### config.mk
export PLATFORM = sky130hd
export DESIGN_NAME = tcomp_unit
export DESIGN_NICKNAME = d
export VERILOG_FILES = /design/src/rtl/tcomp_pkg.sv /design/src/rtl/tcomp_coef_load.sv /design/src/rtl/tcomp_diff.sv /design/src/rtl/tcomp_poly.sv /design/src/rtl/tcomp_scale.sv /design/src/rtl/tcomp_unit.sv
export SDC_FILE = /design/constraint.sdc
export NUM_CORES = 2
export LEC_CHECK = 0
export ABC_AREA = 1
export BUFFER_PORTS_ARGS = -buffer_cell sky130_fd_sc_hd__buf_4
export CAP_MARGIN = 25
export CORE_ASPECT_RATIO = 0.5
export CORE_MARGIN = 5
export CORE_UTILIZATION = 35
export DETAILED_ROUTE_END_ITERATION = 8
export PLACE_DENSITY = 0.52
export SETUP_SLACK_MARGIN = 0.15
export SYNTH_ARGS = -nofsm -noshare
export SYNTH_HDL_FRONTEND = slang
export SYNTH_SLANG_ARGS = --single-unit
### constraint.sdc
create_clock -name clk -period 19.1 [get_ports clk]
set_input_delay 0.955 -clock clk [delete_from_list [all_inputs] [get_ports clk]]
set_output_delay 0.955 -clock clk [all_outputs]
set_load 0.01 [all_outputs]
### src/rtl/tcomp_pkg.sv
package tcomp_pkg;
    localparam int ACC_W    = 32;
    localparam int PIPE_LAT = 4;
    // shift points of the calibration polynomial
    localparam int SH_D1    = 3;
    localparam int SH_D2    = 4;
    localparam int SH_P1    = 11;
    localparam int SH_SQ    = 12;
    localparam int SH_P2    = 14;
    localparam int OUT_MUL  = 5;
    localparam int OUT_RND  = 128;
    localparam int OUT_SH   = 8;

    typedef logic signed [ACC_W-1:0] acc_t;
endpackage

### src/rtl/tcomp_coef_load.sv
module tcomp_coef_load #(
    parameter int BYTE_W = 8,
    parameter int COEF_W = 16,
    parameter int N_COEF = 3
) (
    input  logic                           clk,
    input  logic                           rst_n,
    input  logic                           we,
    input  logic [BYTE_W-1:0]              byte_i,
    output logic                           loaded_o,
    output logic [N_COEF-1:0][COEF_W-1:0]  coef_o
);
    localparam int BPC    = COEF_W / BYTE_W;
    localparam int NBYTES = N_COEF * BPC;
    localparam int CNT_W  = $clog2(NBYTES + 1);

    typedef struct packed {
        logic [NBYTES-1:0][BYTE_W-1:0] bytes;
        logic [CNT_W-1:0]              cnt;
    } ld_t;

    ld_t ld_q, ld_d;

    assign loaded_o = (ld_q.cnt == CNT_W'(NBYTES));

    always_comb begin
        ld_d = ld_q;
        if (we && !loaded_o) begin
            ld_d.bytes[ld_q.cnt] = byte_i;
            ld_d.cnt             = ld_q.cnt + CNT_W'(1);
        end
    end

    always_ff @(posedge clk or negedge rst_n) begin
        if (!rst_n) ld_q <= '0;
        else        ld_q <= ld_d;
    end

    // byte 0 sits lowest, so each coefficient is a little-endian slice
    for (genvar k = 0; k < N_COEF; k++) begin : g_unpack
        assign coef_o[k] = ld_q.bytes[k*BPC +: BPC];
    end

    AST_COEF_FROZEN: assert property (@(posedge clk) disable iff (!rst_n)
        loaded_o |=> (loaded_o && $stable(coef_o)));
    AST_LOAD_BY_WRITE: assert property (@(posedge clk) disable iff (!rst_n)
        $rose(loaded_o) |-> $past(we));
endmodule

### src/rtl/tcomp_diff.sv
module tcomp_diff #(
    parameter int RAW_W  = 20,
    parameter int COEF_W = 16
) (
    input  logic              clk,
    input  logic              rst_n,
    input  logic              in_vld,
    input  logic [RAW_W-1:0]  raw_i,
    input  logic [COEF_W-1:0] t1_i,
    output logic              out_vld,
    output tcomp_pkg::acc_t   d1_o,
    output tcomp_pkg::acc_t   d2_o
);
    import tcomp_pkg::*;

    typedef struct packed {
        logic vld;
        acc_t d1;
        acc_t d2;
    } st_t;

    st_t  st_q, st_d;
    acc_t raw_x, t1_x;

    always_comb begin
        raw_x = {{(ACC_W-RAW_W){1'b0}}, raw_i};
        t1_x  = {{(ACC_W-COEF_W){1'b0}}, t1_i};
        st_d     = st_q;
        st_d.vld = in_vld;
        if (in_vld) begin
            st_d.d1 = (raw_x >>> SH_D1) - (t1_x <<< 1);
            st_d.d2 = (raw_x >>> SH_D2) - t1_x;
        end
    end

    always_ff @(posedge clk or negedge rst_n) begin
        if (!rst_n) st_q <= '0;
        else        st_q <= st_d;
    end

    assign out_vld = st_q.vld;
    assign d1_o    = st_q.d1;
    assign d2_o    = st_q.d2;
endmodule

### src/rtl/tcomp_poly.sv
module tcomp_poly #(
    parameter int COEF_W = 16
) (
    input  logic                     clk,
    input  logic                     rst_n,
    input  logic                     in_vld,
    input  tcomp_pkg::acc_t          d1_i,
    input  tcomp_pkg::acc_t          d2_i,
    input  logic signed [COEF_W-1:0] t2_i,
    input  logic signed [COEF_W-1:0] t3_i,
    output logic                     out_vld,
    output tcomp_pkg::acc_t          fine_o
);
    import tcomp_pkg::*;

    typedef struct packed {
        logic vld;
        acc_t term1;
        acc_t sq;
    } sb_t;

    typedef struct packed {
        logic vld;
        acc_t fine;
    } sc_t;

    sb_t  sb_q, sb_d;
    sc_t  sc_q, sc_d;
    acc_t t2_x, t3_x, p1, p2, p3;

    always_comb begin
        t2_x = {{(ACC_W-COEF_W){t2_i[COEF_W-1]}}, t2_i};
        t3_x = {{(ACC_W-COEF_W){t3_i[COEF_W-1]}}, t3_i};
        // products keep only their low 32 bits
        p1 = d1_i * t2_x;
        p2 = d2_i * d2_i;
        p3 = sb_q.sq * t3_x;

        sb_d     = sb_q;
        sb_d.vld = in_vld;
        if (in_vld) begin
            sb_d.term1 = p1 >>> SH_P1;
            sb_d.sq    = p2 >>> SH_SQ;
        end

        sc_d     = sc_q;
        sc_d.vld = sb_q.vld;
        if (sb_q.vld) begin
            sc_d.fine = sb_q.term1 + (p3 >>> SH_P2);
        end
    end

    always_ff @(posedge clk or negedge rst_n) begin
        if (!rst_n) begin
            sb_q <= '0;
            sc_q <= '0;
        end else begin
            sb_q <= sb_d;
            sc_q <= sc_d;
        end
    end

    assign out_vld = sc_q.vld;
    assign fine_o  = sc_q.fine;

    AST_SQ_NONNEG: assert property (@(posedge clk) disable iff (!rst_n)
        (in_vld && d2_i > -32'sd46341 && d2_i < 32'sd46341) |=> !sb_q.sq[ACC_W-1]);
endmodule

### src/rtl/tcomp_scale.sv
module tcomp_scale (
    input  logic            clk,
    input  logic            rst_n,
    input  logic            in_vld,
    input  tcomp_pkg::acc_t fine_i,
    output logic            out_vld,
    output tcomp_pkg::acc_t centi_o,
    output tcomp_pkg::acc_t fine_o
);
    import tcomp_pkg::*;

    typedef struct packed {
        logic vld;
        acc_t centi;
        acc_t fine;
    } sd_t;

    sd_t sd_q, sd_d;

    always_comb begin
        sd_d     = sd_q;
        sd_d.vld = in_vld;
        if (in_vld) begin
            sd_d.fine  = fine_i;
            sd_d.centi = (fine_i * OUT_MUL + OUT_RND) >>> OUT_SH;
        end
    end

    always_ff @(posedge clk or negedge rst_n) begin
        if (!rst_n) sd_q <= '0;
        else        sd_q <= sd_d;
    end

    assign out_vld = sd_q.vld;
    assign centi_o = sd_q.centi;
    assign fine_o  = sd_q.fine;

    AST_RES_KNOWN: assert property (@(posedge clk) disable iff (!rst_n)
        out_vld |-> !$isunknown({centi_o, fine_o}));
endmodule

### src/rtl/tcomp_unit.sv
module tcomp_unit #(
    parameter int RAW_W  = 20,
    parameter int BYTE_W = 8,
    parameter int COEF_W = 16
) (
    input  logic              clk,
    input  logic              rst_n,
    input  logic              cf_we,
    input  logic [BYTE_W-1:0] cf_byte,
    input  logic              smp_valid,
    output logic              smp_ready,
    input  logic [RAW_W-1:0]  smp_raw,
    output logic              res_valid,
    output logic signed [31:0] res_centi,
    output logic signed [31:0] res_fine
);
    import tcomp_pkg::*;

    localparam int N_COEF = 3;

    logic                          loaded;
    logic [N_COEF-1:0][COEF_W-1:0] coef;
    logic                          accept;
    logic                          a_vld, c_vld;
    acc_t                          d1, d2, fine_c, centi, fine_d;

    tcomp_coef_load #(.BYTE_W(BYTE_W), .COEF_W(COEF_W), .N_COEF(N_COEF)) u_load (
        .clk(clk), .rst_n(rst_n), .we(cf_we), .byte_i(cf_byte),
        .loaded_o(loaded), .coef_o(coef)
    );

    assign smp_ready = loaded;
    assign accept    = smp_valid && smp_ready;

    tcomp_diff #(.RAW_W(RAW_W), .COEF_W(COEF_W)) u_diff (
        .clk(clk), .rst_n(rst_n), .in_vld(accept), .raw_i(smp_raw),
        .t1_i(coef[0]), .out_vld(a_vld), .d1_o(d1), .d2_o(d2)
    );

    tcomp_poly #(.COEF_W(COEF_W)) u_poly (
        .clk(clk), .rst_n(rst_n), .in_vld(a_vld), .d1_i(d1), .d2_i(d2),
        .t2_i(coef[1]), .t3_i(coef[2]), .out_vld(c_vld), .fine_o(fine_c)
    );

    tcomp_scale u_scale (
        .clk(clk), .rst_n(rst_n), .in_vld(c_vld), .fine_i(fine_c),
        .out_vld(res_valid), .centi_o(centi), .fine_o(fine_d)
    );

    assign res_centi = centi;
    assign res_fine  = fine_d;

    AST_ONE_RESULT: assert property (@(posedge clk) disable iff (!rst_n)
        res_valid |-> $past(smp_valid && smp_ready, 4));
    AST_READY_HOLDS: assert property (@(posedge clk) disable iff (!rst_n)
        smp_ready |=> smp_ready);
endmodule

==> reports/results.ini <==
[timing]
tns_ps = 0
finalHoldViolCount = 0
final.setup_skew_ps = 16.2
setup_slack_ps = 10850
grt_setup_unrepaired = no
relSlewSlack_pct = 27.1
period_minus_slack_ps = 8250
fmax_mhz = 121
drv_slew = 0
hold_ws_ps = 267
worstMarginPinSlew_ps = 1090
setup_violations = 0
finalCritPeriodShare_pct = 43.2

[drt]
wl_per_cell_microns = 16.8
detail-route-antenna-nets = 0
drtIter0Drc = 2238
num_vias = 34100
post-route-drc-count = 0
wl_microns = 121000
drt-pass1-iter-count = 5
viasPerCell = 4.73

[critical_path]
cp_num_buf_inv = 4
cp-end-kind = flop
crit_fanout = 15
crit_top_cell = fa_1
r2r_slack_ps = 10850
path_depth = 26
required_ps = 19480
worst-r2r-cell-count = 26
critical-path-top-delay-family = adder cells
critPathLaunchType = flop
max_stage_delay_ps = 1060
critPathSlowestCell = dfrtp_1
arrival_ps = 8630
critPathKind = flop to flop

[global_route]
antenna_found_initial = 6
grt_pass1_wl_microns = 199000
overflow = 0
grt_usage_pct = 18.8
grt_pass1_vias = 36100
grt_max_degree = 110

[logic_synthesis]
yosysWarningCount = 0
synth_commonest_cells = inv_1, nand2_1, fa_1
synthFlopType = dfrtp_1
synthCells = 5566
synth_top_area_share_pct = 39.6
synth-edff-count = 0
synth_seq_cells = 182
synth_area_leaders = fa_1, inv_1, nand2_1
synth_area_sq_um = 44300
syn-num-nets = 6859
synthMostInstantiatedCell = inv_1
yosys.area.top_type = fa_1
synthArstFlopShare_pct = 100
syn_avg_cell_area_sq_um = 7.96
seq_area_frac_synth_pct = 10.3
yosysUniqueCellTypes = 53

[finish]
multi_input_area_sq_um = 32900
diodes = 0
seq_area_sq_um = 4560
final_layout_size_suffix_gt1_share_pct = 4.02
stdcell_area_sq_um = 47200
area_growth_pct = 6.67
num-fill-cells = 13100
nets = 6801

[floorplanning]
core_sq_um = 126000
die_h_microns = 262
start_util_pct = 35.2
pin_count = 98
die_x_microns = 513
die_area_sq_um = 134000
rows = 92

[placement]
post-dp-hpwl_microns = 100000
preCtsSetupSlack_ps = 10910
detailed_place.area_sq_um = 46500
place_congestion = 0.912
port_buffers = 94

[clocking]
numCtsBuffers = 17
ctsHoldBuffers = 0
root_buffer = clkbuf_16
clockBufferDepth = 2
tritoncts = yes
post_cts_resized = 0
clk_pin_slew_worst_paths_ps = 90
clkLatencyLatePin_ps = 500
cts_sinks = 182
htree_levels = 4
postCtsSetupBuffers = 0

[run_status]
status = complete, no violations

[job]
max_cap_viol_count = 0

[hold_path]
hold_path_class = primary input to async pin

## through the flow
step,instances,util (%)
finish,7213,37.6
global route,7213,37.6
CTS,7210,37.5
detailed placement,7178,37.0
global placement,7177,37.0
floorplan,5566,-
## sequential cells by signal, summed over array words and instances, names as in the netlist, 3 cells and up
name             flops
u_load.coef_o       48
u_load.ld_q          3
u_poly.fine_o       22
u_scale.fine_o      22
u_diff.d1_o         18
u_scale.centi_o     24
u_poly.sb_q         42
## metal layers
| metal | wire length (microns) | global-route usage, % | up-vias |
|---|---|---|---|
| met5 | 27 | 0 | - |
| met3 | 6290 | 2.38 | 100 |
| met2 | 55800 | 30.9 | 739 |
| li1 | - | - | 16000 |
| met1 | 56500 | 26.6 | 17200 |
| met4 | 2270 | 4.00 | 4 |
## cell usage in the layout, fill, tap and decap left out, types with 4 or more instances in the layout
master        n
inv_1      1575
nand2_1    1382
fa_1        877
ha_1        384
dfrtp_1     181
o21ai_0     171
a21oi_1     167
nor2_1      157
buf_4       130
nand3_1     118
xnor2_1      49
xor2_1       46
nand4_1      35
or2_2        28
nor3_1       23
a31oi_1      21
a21o_1       19
o21bai_1     18
clkbuf_16    17
nand3b_1     11
nor4_1       10
o211ai_1      9
o31ai_1       8
o21ai_1       6
or2_1         6
nand2_2       5
a21oi_2       5
clkinv_8      5
o21a_1        4
inv_12        4
## cells by family after synthesis
kind of cell / share of synthesized area [%]
flip-flops: 10.3
buffers and inverters: 15.4
AO/OA/AOI/OAI: 5.74
adder cells (fa/ha/maj): 50.5
AND/OR/NAND/NOR: 16.2
XOR/XNOR: 1.88
## worst reg2reg max path, stage by stage, from the launching register on
cell and delay, ps:
dfrtp_1 1060, inv_1 140, nand2_1 270, fa_1 490, fa_1 490, inv_1 50, fa_1 480, fa_1 430
fa_1 520, inv_1 50, fa_1 480, inv_1 50, ha_1 350, a21oi_1 350, o21ai_0 240, o21bai_1 220
a221oi_1 280, o21ai_0 200, xor2_1 390, ha_1 380, a21oi_1 270, o21ai_0 130, a211oi_1 280, nand3_1 140
or2_2 290, nand3_1 70, nand2_1 60
## path summary, 6_finish.rpt
check                                            endpoint                           start
max in group asynchronous     u_poly.sb_q[44]$_DFFE_PN0P_                           rst_n
min                           u_poly.sb_q[47]$_DFFE_PN0P_                           rst_n
max reg2reg                 u_poly.fine_o[18]$_DFFE_PN0P_      u_poly.sb_q[0]$_DFFE_PN0P_
max                         u_poly.fine_o[18]$_DFFE_PN0P_      u_poly.sb_q[0]$_DFFE_PN0P_
min in group clk           u_scale.fine_o[14]$_DFFE_PN0P_  u_scale.fine_o[14]$_DFFE_PN0P_
min reg2reg                u_scale.fine_o[14]$_DFFE_PN0P_  u_scale.fine_o[14]$_DFFE_PN0P_
## cell type report
cell class | instances | area share (%)
clock inverter | 15 | 0.448
sequential | 182 | 9.64
timing repair buffer | 135 | 2.30
multi-input combinational | 3593 | 69.7
inverter | 1579 | 12.5
clock buffer | 17 | 0.900
tap | 1692 | 4.48
Power is left out: the tool's default activity adds up to more than one toggle a clock period on the data nets, which glitch-free logic cannot reach.
